### config.mk
export PLATFORM = sky130hd
export DESIGN_NAME = guarded_ctrl_reg
export DESIGN_NICKNAME = d
export VERILOG_FILES = /design/src/rtl/gcr_pkg.sv /design/src/rtl/gcr_enc_decode.sv /design/src/rtl/gcr_access_check.sv /design/src/rtl/gcr_guard_regs.sv /design/src/rtl/guarded_ctrl_reg.sv
export SDC_FILE = /design/constraint.sdc
export NUM_CORES = 1
export LEC_CHECK = 0
export ABC_AREA = 1
export BUFFER_PORTS_ARGS = -buffer_cell sky130_fd_sc_hd__buf_4
export CORE_ASPECT_RATIO = 0.6
export CORE_MARGIN = 4
export CORE_UTILIZATION = 45
export CTS_BUF_LIST = sky130_fd_sc_hd__clkbuf_4 sky130_fd_sc_hd__clkbuf_8 sky130_fd_sc_hd__clkbuf_16
export DETAILED_ROUTE_END_ITERATION = 8
export GPL_TIMING_DRIVEN = 0
export HOLD_SLACK_MARGIN = 0.02
export PLACE_DENSITY = 0.94
export RECOVER_POWER = 100
export SYNTH_ARGS = -nofsm -noshare
export SYNTH_HDL_FRONTEND = slang
export SYNTH_SLANG_ARGS = --single-unit
### constraint.sdc
create_clock -name clk -period 3.75 [get_ports clk]
set_clock_uncertainty 0.15 [all_clocks]
set_input_delay 0 -clock clk [delete_from_list [all_inputs] [get_ports clk]]
set_output_delay 0 -clock clk [all_outputs]
set_load 0.05 [all_outputs]
### src/rtl/gcr_pkg.sv
// Package: shared types and encodings for the guarded control register.
// Assumes the 16-bit packed encoding {op0, op1, CRn, CRm, op2}.
package gcr_pkg;

    typedef enum logic [1:0] {
        OUT_OK      = 2'd0,
        OUT_UNDEF   = 2'd1,
        OUT_TRAP_L2 = 2'd2,
        OUT_TRAP_L3 = 2'd3
    } outcome_e;

    typedef enum logic [1:0] {
        TGT_NONE  = 2'd0,
        TGT_CTRL  = 2'd1,
        TGT_MASK  = 2'd2,
        TGT_ALIAS = 2'd3
    } target_e;

    typedef struct packed {
        logic [1:0] op0;
        logic [2:0] op1;
        logic [3:0] crn;
        logic [3:0] crm;
        logic [2:0] op2;
    } sysenc_t;

    localparam int ENC_W = $bits(sysenc_t);

    localparam sysenc_t ENC_MASK  = '{op0: 2'd3, op1: 3'd4, crn: 4'd1, crm: 4'd4, op2: 3'd3};
    localparam sysenc_t ENC_ALIAS = '{op0: 2'd3, op1: 3'd0, crn: 4'd1, crm: 4'd4, op2: 3'd3};
    localparam sysenc_t ENC_CTRL  = '{op0: 2'd3, op1: 3'd4, crn: 4'd1, crm: 4'd0, op2: 3'd3};

endpackage

### src/rtl/gcr_enc_decode.sv
// Module: gcr_enc_decode
// Maps a packed encoding to one of the block's register targets.
// Assumes exact matches only; every other encoding maps to TGT_NONE.
module gcr_enc_decode
    import gcr_pkg::*;
(
    input  sysenc_t enc,
    output target_e target
);

    logic hit_ctrl;
    logic hit_mask;
    logic hit_alias;

    // Compare the encoding against each known register.
    always_comb begin
        hit_ctrl  = (enc == ENC_CTRL);
        hit_mask  = (enc == ENC_MASK);
        hit_alias = (enc == ENC_ALIAS);
    end

    // Resolve the matches into a target (the matches are mutually exclusive).
    always_comb begin
        if (hit_ctrl)       target = TGT_CTRL;
        else if (hit_mask)  target = TGT_MASK;
        else if (hit_alias) target = TGT_ALIAS;
        else                target = TGT_NONE;
    end

endmodule

### src/rtl/gcr_access_check.sv
// Module: gcr_access_check
// Combinational permission check for one access.
// Assumes the level is 0 to 3 and that mask_nonzero reflects the current mask.
module gcr_access_check
    import gcr_pkg::*;
#(
    parameter int               SYN_W      = 6,
    parameter logic [SYN_W-1:0] SYN_SYSREG = 6'h18
) (
    input  target_e          target,
    input  logic [1:0]       level,
    input  logic             is_write,
    input  logic             mask_nonzero,
    input  logic             top_mask_en,
    input  logic             nested_virt,
    input  logic             host_mode,
    input  logic             top_present,
    output outcome_e         outcome,
    output logic [SYN_W-1:0] syndrome
);

    logic top_blocks;
    logic lock_hit;

    // Conditions shared by the mask and alias paths at level 2.
    always_comb begin
        top_blocks = top_present && !top_mask_en;
        lock_hit   = is_write && mask_nonzero;
    end

    // Per-level decision tree; level-3 trap takes precedence over the lock.
    always_comb begin
        outcome = OUT_UNDEF;
        unique case (level)
            2'd0: outcome = OUT_UNDEF;
            2'd1: begin
                if (target == TGT_CTRL || target == TGT_MASK)
                    outcome = nested_virt ? OUT_TRAP_L2 : OUT_UNDEF;
                else
                    outcome = OUT_UNDEF;
            end
            2'd2: begin
                unique case (target)
                    TGT_CTRL: outcome = OUT_OK;
                    TGT_MASK: begin
                        if (top_blocks)    outcome = OUT_TRAP_L3;
                        else if (lock_hit) outcome = OUT_UNDEF;
                        else               outcome = OUT_OK;
                    end
                    TGT_ALIAS: begin
                        if (top_blocks)     outcome = OUT_TRAP_L3;
                        else if (!host_mode) outcome = OUT_UNDEF;
                        else if (lock_hit)  outcome = OUT_UNDEF;
                        else                outcome = OUT_OK;
                    end
                    default: outcome = OUT_UNDEF;
                endcase
            end
            default: begin
                if (target == TGT_CTRL || target == TGT_MASK)
                    outcome = OUT_OK;
                else
                    outcome = OUT_UNDEF;
            end
        endcase
    end

    // Syndrome class accompanies traps only.
    always_comb begin
        if (outcome == OUT_TRAP_L2 || outcome == OUT_TRAP_L3)
            syndrome = SYN_SYSREG;
        else
            syndrome = '0;
    end

endmodule

### src/rtl/gcr_guard_regs.sv
// Module: gcr_guard_regs
// Holds the mask and the controlled register; applies the write filter.
// Assumes at most one of wr_ctrl / wr_mask is set per cycle.
// Bits outside [GUARD_HI:GUARD_LO] are tied to zero.
module gcr_guard_regs #(
    parameter int DATA_W   = 64,
    parameter int GUARD_LO = 1,
    parameter int GUARD_HI = 12
) (
    input  logic              clk,
    input  logic              rst_n,
    input  logic              wr_ctrl,
    input  logic              wr_mask,
    input  logic              hyp_en,
    input  logic [DATA_W-1:0] wdata,
    output logic [DATA_W-1:0] mask_q,
    output logic [DATA_W-1:0] ctrl_q
);

    logic [DATA_W-1:0] mask_next;
    logic [DATA_W-1:0] ctrl_next;

    // One slice per bit: a guarded flop pair or a reserved constant.
    for (genvar b = 0; b < DATA_W; b++) begin : g_bit
        if (b >= GUARD_LO && b <= GUARD_HI) begin : g_guard
            logic m_bit;
            logic c_bit;

            // Next mask bit: take write data on a mask write.
            always_comb begin
                mask_next[b] = wr_mask ? wdata[b] : m_bit;
            end

            // Next control bit: a frozen field keeps its value while the mask applies.
            always_comb begin
                if (wr_ctrl && !(hyp_en && m_bit))
                    ctrl_next[b] = wdata[b];
                else
                    ctrl_next[b] = c_bit;
            end

            // Storage for both bits with synchronous active-low reset.
            always_ff @(posedge clk) begin
                if (!rst_n) begin
                    m_bit <= 1'b0;
                    c_bit <= 1'b0;
                end else begin
                    m_bit <= mask_next[b];
                    c_bit <= ctrl_next[b];
                end
            end

            assign mask_q[b] = m_bit;
            assign ctrl_q[b] = c_bit;
        end else begin : g_rsvd
            assign mask_next[b] = 1'b0;
            assign ctrl_next[b] = 1'b0;
            assign mask_q[b]    = 1'b0;
            assign ctrl_q[b]    = 1'b0;
        end
    end

endmodule

### src/rtl/guarded_ctrl_reg.sv
// Module: guarded_ctrl_reg (top)
// Write-mask guarded control register with access-permission checking.
// One access per cycle; the response is registered and valid one cycle later.
// Assumes the configuration inputs are stable around an access.
module guarded_ctrl_reg
    import gcr_pkg::*;
#(
    parameter int               DATA_W     = 64,
    parameter int               GUARD_LO   = 1,
    parameter int               GUARD_HI   = 12,
    parameter int               SYN_W      = 6,
    parameter logic [SYN_W-1:0] SYN_SYSREG = 6'h18
) (
    input  logic              clk,
    input  logic              rst_n,
    input  logic              acc_valid,
    input  logic              acc_write,
    input  logic [1:0]        acc_level,
    input  logic [ENC_W-1:0]  acc_enc,
    input  logic [DATA_W-1:0] acc_wdata,
    input  logic              cfg_top_mask_en,
    input  logic              cfg_nested_virt,
    input  logic              cfg_host_mode,
    input  logic              cfg_top_present,
    input  logic              cfg_hyp_enabled,
    output logic              rsp_valid,
    output logic [1:0]        rsp_outcome,
    output logic [SYN_W-1:0]  rsp_syndrome,
    output logic [DATA_W-1:0] rsp_rdata
);

    target_e           target;
    outcome_e          outcome;
    logic [SYN_W-1:0]  syndrome;
    logic [DATA_W-1:0] mask_val;
    logic [DATA_W-1:0] ctrl_val;
    logic              accepted;
    logic              wr_ctrl;
    logic              wr_mask;
    logic [DATA_W-1:0] rdata_next;

    gcr_enc_decode u_dec (
        .enc    (sysenc_t'(acc_enc)),
        .target (target)
    );

    gcr_access_check #(
        .SYN_W      (SYN_W),
        .SYN_SYSREG (SYN_SYSREG)
    ) u_chk (
        .target       (target),
        .level        (acc_level),
        .is_write     (acc_write),
        .mask_nonzero (|mask_val),
        .top_mask_en  (cfg_top_mask_en),
        .nested_virt  (cfg_nested_virt),
        .host_mode    (cfg_host_mode),
        .top_present  (cfg_top_present),
        .outcome      (outcome),
        .syndrome     (syndrome)
    );

    // Turn an accepted access into register write strobes.
    always_comb begin
        accepted = acc_valid && (outcome == OUT_OK);
        wr_ctrl  = accepted && acc_write && (target == TGT_CTRL);
        wr_mask  = accepted && acc_write &&
                   (target == TGT_MASK || target == TGT_ALIAS);
    end

    gcr_guard_regs #(
        .DATA_W   (DATA_W),
        .GUARD_LO (GUARD_LO),
        .GUARD_HI (GUARD_HI)
    ) u_regs (
        .clk     (clk),
        .rst_n   (rst_n),
        .wr_ctrl (wr_ctrl),
        .wr_mask (wr_mask),
        .hyp_en  (cfg_hyp_enabled),
        .wdata   (acc_wdata),
        .mask_q  (mask_val),
        .ctrl_q  (ctrl_val)
    );

    // Read data for accepted reads only; zero for writes and rejections.
    always_comb begin
        rdata_next = '0;
        if (accepted && !acc_write)
            rdata_next = (target == TGT_CTRL) ? ctrl_val : mask_val;
    end

    // Response register: one cycle after the request.
    always_ff @(posedge clk) begin
        if (!rst_n) begin
            rsp_valid    <= 1'b0;
            rsp_outcome  <= OUT_OK;
            rsp_syndrome <= '0;
            rsp_rdata    <= '0;
        end else begin
            rsp_valid    <= acc_valid;
            rsp_outcome  <= acc_valid ? outcome  : OUT_OK;
            rsp_syndrome <= acc_valid ? syndrome : '0;
            rsp_rdata    <= acc_valid ? rdata_next : '0;
        end
    end

endmodule

# [Word level (Yosys, flattened, before mapping)]
# Index checks and enable logic that the tools add are counted.
[classes] eq_ne=10 mux=14 n_reduce_logical=53
[ops] op="16-bit equality test (second input constant)" n=3
[ops] op="1-bit logical AND" n=31
[ops] op="2-bit 2-to-1 mux" n=8
[ops] op="1-bit zero test" n=14
[ops] op="13-bit 2-to-1 mux" n=1
[ops] op="2-bit case mux with 3 select lines" n=2
[ops] op="12-bit OR reduction" n=1
[ops] op="2-bit equality test (second input constant)" n=5
[ops] op="5-bit 2-to-1 mux" n=1
[ops] op="2-bit by 1-bit equality test with 1-bit output (second input constant)" n=2
[ops] op="2-bit zero test" n=2
[ops] op="1-bit logical OR" n=3
[ops] op="3-bit AND reduction" n=1
[ops] op="1-bit 2-to-1 mux" n=2
[ops] op="2-bit AND reduction" n=1
[totals] register_bits=97 input_bits=91 output_inout_bits=73 elab_cells=105

# [Longest topological paths before layout]
[depth] word_depth=13 ltp_mapped=16 depth_no_buf=15

# [Hierarchy]
# Synthesis repeated with hierarchy kept, for this count alone.
[unflattened] hier_cells=829 hier_area_um2=5509.0
[modules_own_cells] mod="guarded_ctrl_reg" n_inst=1 cells_per_inst=508 area_each_um2=3273.1 seq_area_each_um2=1461.4
[modules_own_cells] mod="gcr_guard_regs" n_inst=1 cells_per_inst=256 area_each_um2=1920.6 seq_area_each_um2=480.5
[modules_own_cells] mod="gcr_access_check" n_inst=1 cells_per_inst=35 area_each_um2=192.7 seq_area_each_um2=0.0
[modules_own_cells] mod="gcr_enc_decode" n_inst=1 cells_per_inst=30 area_each_um2=122.6 seq_area_each_um2=0.0

# [Least setup slack after synthesis]
# No wires, ideal clock.
[synth_timing] path_type="register to register" from="reg u_regs.g_bit[6].g_guard.m_bit" to="reg u_regs.g_bit[10].g_guard.m_bit" setup_time_ns=0.113 arrival_time_ns=1.447 required_ns=3.487 path_slack_ns=2.040 path_stages_with_launch=16 path_buffers=1 synth_period_minus_slack_ns=1.710 path_cell_list="dfxtp_1 > nor2_1 > nand2_1 > nor2_1 > nand2_1 > nand2_1 > nand2_1 > nand2_1 > nand2_1 > nand2_2 > nand2_2 > nor2_4 > nand3_2 > buf_2 > nor2_1 > nor2_1"
[synth_between] elab_chain_len=11 word_cells_on_any_way=12 cone_classes="mux: 6; reduce/logical: 6"
[synth_rtl] element="start: declaration" line="gcr_guard_regs.sv:26" source="logic m_bit;"
[synth_rtl] element="start signal: assignment" line="gcr_guard_regs.sv:48" source="m_bit <= mask_next[b];"
[synth_rtl] element="12-bit OR reduction *" line="guarded_ctrl_reg.sv:54" source=".mask_nonzero (|mask_val),"
[synth_rtl] element="1-bit logical AND *" line="gcr_access_check.sv:28" source="lock_hit = is_write && mask_nonzero;"
[synth_rtl] element="1-bit 2-to-1 mux *" line="gcr_access_check.sv:47, gcr_access_check.sv:53"
[synth_rtl] element="2-bit 2-to-1 mux" line="gcr_access_check.sv:52" source="else if (!host_mode) outcome = OUT_UNDEF;"
[synth_rtl] element="2-bit 2-to-1 mux" line="gcr_access_check.sv:51" source="if (top_blocks) outcome = OUT_TRAP_L3;"
[synth_rtl] element="2-bit case mux with 3 select lines *" line="gcr_access_check.sv:43" source="unique case (target)"
[synth_rtl] element="2-bit case mux with 3 select lines *" line="gcr_access_check.sv:34" source="unique case (level)"
[synth_rtl] element="2-bit zero test *" line="guarded_ctrl_reg.sv:65" source="accepted = acc_valid && (outcome == OUT_OK);"
[synth_rtl] element="1-bit logical AND *" line="guarded_ctrl_reg.sv:65"
[synth_rtl] element="1-bit logical AND * (2 in series)" line="guarded_ctrl_reg.sv:67" source="wr_mask = accepted && acc_write &&"
[synth_rtl] element="end signal: assignment" line="gcr_guard_regs.sv:48"
[synth_rtl] element="end: declaration" line="gcr_guard_regs.sv:26"
# Mark *: on every way between the ends. The rest lies on a longest branch, timed or not.
# A chain may end at the register's enable or synchronous reset.

# [Worst setup path after layout]
[layout_timing] from="reg u_regs.g_bit[4].g_guard.m_bit" to="reg u_regs.g_bit[12].g_guard.c_bit"
[layout_between] elab_chain_len=12 word_cells_on_any_way=13 cone_classes="mux: 6; reduce/logical: 7"
[layout_rtl] element="start: declaration" line="gcr_guard_regs.sv:26"
[layout_rtl] element="start signal: assignment" line="gcr_guard_regs.sv:48"
[layout_rtl] element="12-bit OR reduction *" line="guarded_ctrl_reg.sv:54"
[layout_rtl] element="1-bit logical AND *" line="gcr_access_check.sv:28"
[layout_rtl] element="1-bit 2-to-1 mux *" line="gcr_access_check.sv:47, gcr_access_check.sv:53"
[layout_rtl] element="2-bit 2-to-1 mux" line="gcr_access_check.sv:52"
[layout_rtl] element="2-bit 2-to-1 mux" line="gcr_access_check.sv:51"
[layout_rtl] element="2-bit case mux with 3 select lines *" line="gcr_access_check.sv:43"
[layout_rtl] element="2-bit case mux with 3 select lines *" line="gcr_access_check.sv:34"
[layout_rtl] element="2-bit zero test *" line="guarded_ctrl_reg.sv:65"
[layout_rtl] element="1-bit logical AND *" line="guarded_ctrl_reg.sv:65"
[layout_rtl] element="1-bit logical AND * (2 in series)" line="guarded_ctrl_reg.sv:66" source="wr_ctrl = accepted && acc_write && (target == TGT_CTRL);"
[layout_rtl] element="1-bit logical AND *" line="gcr_guard_regs.sv:36" source="if (wr_ctrl && !(hyp_en && m_bit))"
[layout_rtl] element="end signal: assignment" line="gcr_guard_regs.sv:49" source="c_bit <= ctrl_next[b];"
[layout_rtl] element="end: declaration" line="gcr_guard_regs.sv:27" source="logic c_bit;"
# Marks and branches as above.

==> flow_summary.toml <==
[run_status]
status = "finished, final reports clean"

[job]
maxCapViolCount = 0

[synth]
synthMuxAreaShare = 0
yosysWarnings = 0
synth_cell_types = 21
synth_compound_area_frac = 0.0291
netlist_instances = 363
synth_xor_area_frac = 0
avgSynthCellArea_um2 = 6.63
ys_seq_area_frac = 0.333
synth_top_family_by_area = "simple AND/OR/NAND/NOR gates"
syn_area_um2 = 2410
synth_adder_area_share = 0
synth-seq-cells = 40
yosys.area_share.simple = 0.379

[setup_path]
reg2reg_slack_ns = 0.60
end_kind = "register"
arrival_ns = 3.19
rr_startpoint = "u_regs.g_bit[4].g_guard.m_bit"
crit_type = "reg2reg"
rr_endpoint = "u_regs.g_bit[12].g_guard.c_bit"
critical-path-max-stage-delay_ns = 0.56
required_ns = 3.79
slowest_stage = "dlygate4sd3_1"
cp_top_family = "simple AND/OR/NAND/NOR gates"
critPathBufInv = 2
cp_max_fo = 5
path_common_cell = "nand2_1"
crit_path_cell_trace = "nor2_1 > nand2_1 > nor2_1 > nand2_1 > nand2_1 > nand2_1 > nand2_1 > nand2_1 > nand2_1 > nand2_2 > nor2_1 > nand4_1 > nor2_1 > dlygate4sd3_1 > nor2_1 > dlygate4sd3_1"
critPathLaunchType = "register"
reg2reg_depth = 16

[floorplan]
die_h_um = 64.7
core_um2 = 5100
io_pins = 164
die-area_um2 = 6620
die_w_um = 102
start_util = 0.472
core.rowCount = 20

[sta]
fin_crit_ns = 3.15
finalMaxSlewViolations = 0
worst_pin_slew_ns = 0.686
fin_setup_tns_ns = 0
fmax_mhz = 317
rsz0062_at_grt = "no"
relSlewSlack = 0.543
holdWs_ns = 0.170
finalSetupViolations = 0
hold_viol = 0
finalCritPeriodShare = 0.841

[clock_tree]
cts.path.max_buffers = 2
cts_buffers = 5
clkTransAtPathRegs_ns = 0.07
cts-root-buf = "clkbuf_8"
clkSinkCount = 40
htree_levels = 2
clock_latency_ns = 0.30
cts_tree = "done"

[detailed_routing]
vias = 2518
ant_nets = 0
drtPass1Iterations = 7
drtIter0Drc = 145
wl_um = 6870
viasPerCell = 4.43
drc = 0
post_drt_wl_per_cell_um = 12.1

[power_and_ir_drop]
power.leakage_uw = 0.00176
ir_drop_uv = 145
p_per_area_nw_per_um2 = 287

[global_routing]
grt_pass1_vias = 2509
antenna_found_initial = 0
grt_overflow = 0
track_usage = 0.217
grt_max_degree = 11
grt_pass1_wl_um = 11300

[placement]
dp_hpwl_um = 4810
place.gp.congestion = 0.842
port_buffers = 54

[layout]
area_delta_synth_final_pct = 37.4
final_nets = 596
n_antenna_cell = 0
fillers = 443
drive_gt1_frac = 0.221
post-route-util = 0.648

[min_path]
whs_endpoint = "rsp_rdata[7]"
min-delay-start = "acc_enc[2]"
hold_path_class = "in2reg"
hold_depth = 7
[registers in the layout, indices dropped and copies added (netlist names)]
name and count:
rsp_rdata 12, u_regs.g_bit.g_guard.c_bit 12, u_regs.g_bit.g_guard.m_bit 12, rsp_outcome 2, rsp_syndrome 1, rsp_valid 1
[how the worst max path moves through the flow]
| stage | endpoint | slack (ns) | startpoint | depth (start not counted) |
|---|---|---|---|---|
| final | u_regs.g_bit[12].g_guard.c_bit | 0.60 | u_regs.g_bit[4].g_guard.m_bit | 16 |
| after global routing | u_regs.g_bit[12].g_guard.c_bit | 0.34 | u_regs.g_bit[4].g_guard.m_bit | 16 |
| after CTS | u_regs.g_bit[12].g_guard.c_bit | 0.95 | u_regs.g_bit[4].g_guard.m_bit | 16 |
| after detailed placement | rsp_rdata[3] | 1.72 | u_regs.g_bit[4].g_guard.m_bit | 14 |
| after global placement | rsp_rdata[3] | 1.74 | u_regs.g_bit[6].g_guard.m_bit | 14 |
| after floorplan | u_regs.g_bit[10].g_guard.m_bit | 2.04 | u_regs.g_bit[6].g_guard.m_bit | 15 |
[timing repair]
| item | 4_1_cts | 5_1_grt |
|---|---|---|
| gates resized for setup | 0 | 0 |
| hold buffers | 26 | 0 |
| hold endpoints to repair | 30 | 0 |
| buffers inserted | 0 | 0 |
[metal layers]
metal,global-route usage,wire [µm],share of wire
met5,0,0,0
met4,0.0982,222,0.032
met3,0.0527,577,0.084
met2,0.388,3410,0.50
met1,0.243,2670,0.39
[metrics by stage]
stage	std cells	instance area, µm²	power (µW)	worst slack, ns
2_1_floorplan	418	2610	634	2.04
3_3_place_gp	538	3100	675	1.74
3_5_place_dp	538	3100	677	1.72
4_1_cts	569	3430	947	0.955
5_1_grt	569	3310	978	0.336
6_report	569	3310	950	0.598
[synth_stat cells]
cell type,number,area (µm²)
nand4_1,3,18.8
nand4_2,10,125
nand2_2,2,12.5
nor2_4,1,11.3
nor2_1,66,248
nand2_1,114,428
clkbuf_1,5,18.8
a21oi_1,14,70.1
nor3_1,3,15.0
nand3_2,2,20.0
buf_2,4,20.0
buf_6,2,22.5
inv_2,1,3.75
dfxtp_1,40,801
nand3b_1,1,7.51
nand3_1,2,10.0
buf_4,57,428
conb_1,1,3.75
nor3_4,1,16.3
inv_1,33,124
buf_1,1,3.75
[kinds of logic after synthesis]
kind of cell           after synthesis
buffers and inverters              103
flip-flops                          40
AO/OA/AOI/OAI                       14
other                                1
AND/OR/NAND/NOR                    205
[cell usage in the layout, fill, tap and decap left out]
master / instances
nand2_1: 115
buf_4: 92
nor2_1: 67
conb_1: 56
dfxtp_1: 40
inv_1: 33
clkbuf_1: 26
dlygate4sd3_1: 26
a21oi_1: 14
nand4_1: 7
nand4_2: 6
clkbuf_8: 5
nor3_1: 3
nand3_1: 3
buf_2: 3
nor3_4: 1
inv_2: 1
nand3b_1: 1
nand3_2: 1
nand2_2: 1
buf_1: 1
clkbuf_4: 1
[power breakdown]
group | total (µW) | switching, µW | internal (µW)
clock network | 260 | 140 | 120
registers | 427 | 0.397 | 426
logic | 263 | 177 | 86.9
[final cells by class]
cell class	count	area (µm²)	area share
inverter	34	128	0.0386
tap	66	82.6	0.0250
timing repair buffer	80	598	0.181
clock buffer	5	68.8	0.0208
multi-input combinational	275	1150	0.348
buffer	69	477	0.144
sequential	40	801	0.242
[worst reg2reg max path, stage by stage, from the launching register on]
cell	delay (ns)
dfxtp_1	0.35
nor2_1	0.14
nand2_1	0.08
nor2_1	0.08
nand2_1	0.06
nand2_1	0.06
nand2_1	0.05
nand2_1	0.06
nand2_1	0.07
nand2_1	0.11
nand2_2	0.06
nor2_1	0.29
nand4_1	0.21
nor2_1	0.15
dlygate4sd3_1	0.56
nor2_1	0.04
dlygate4sd3_1	0.54
No activity file was read; power rests on OpenSTA's default activity.
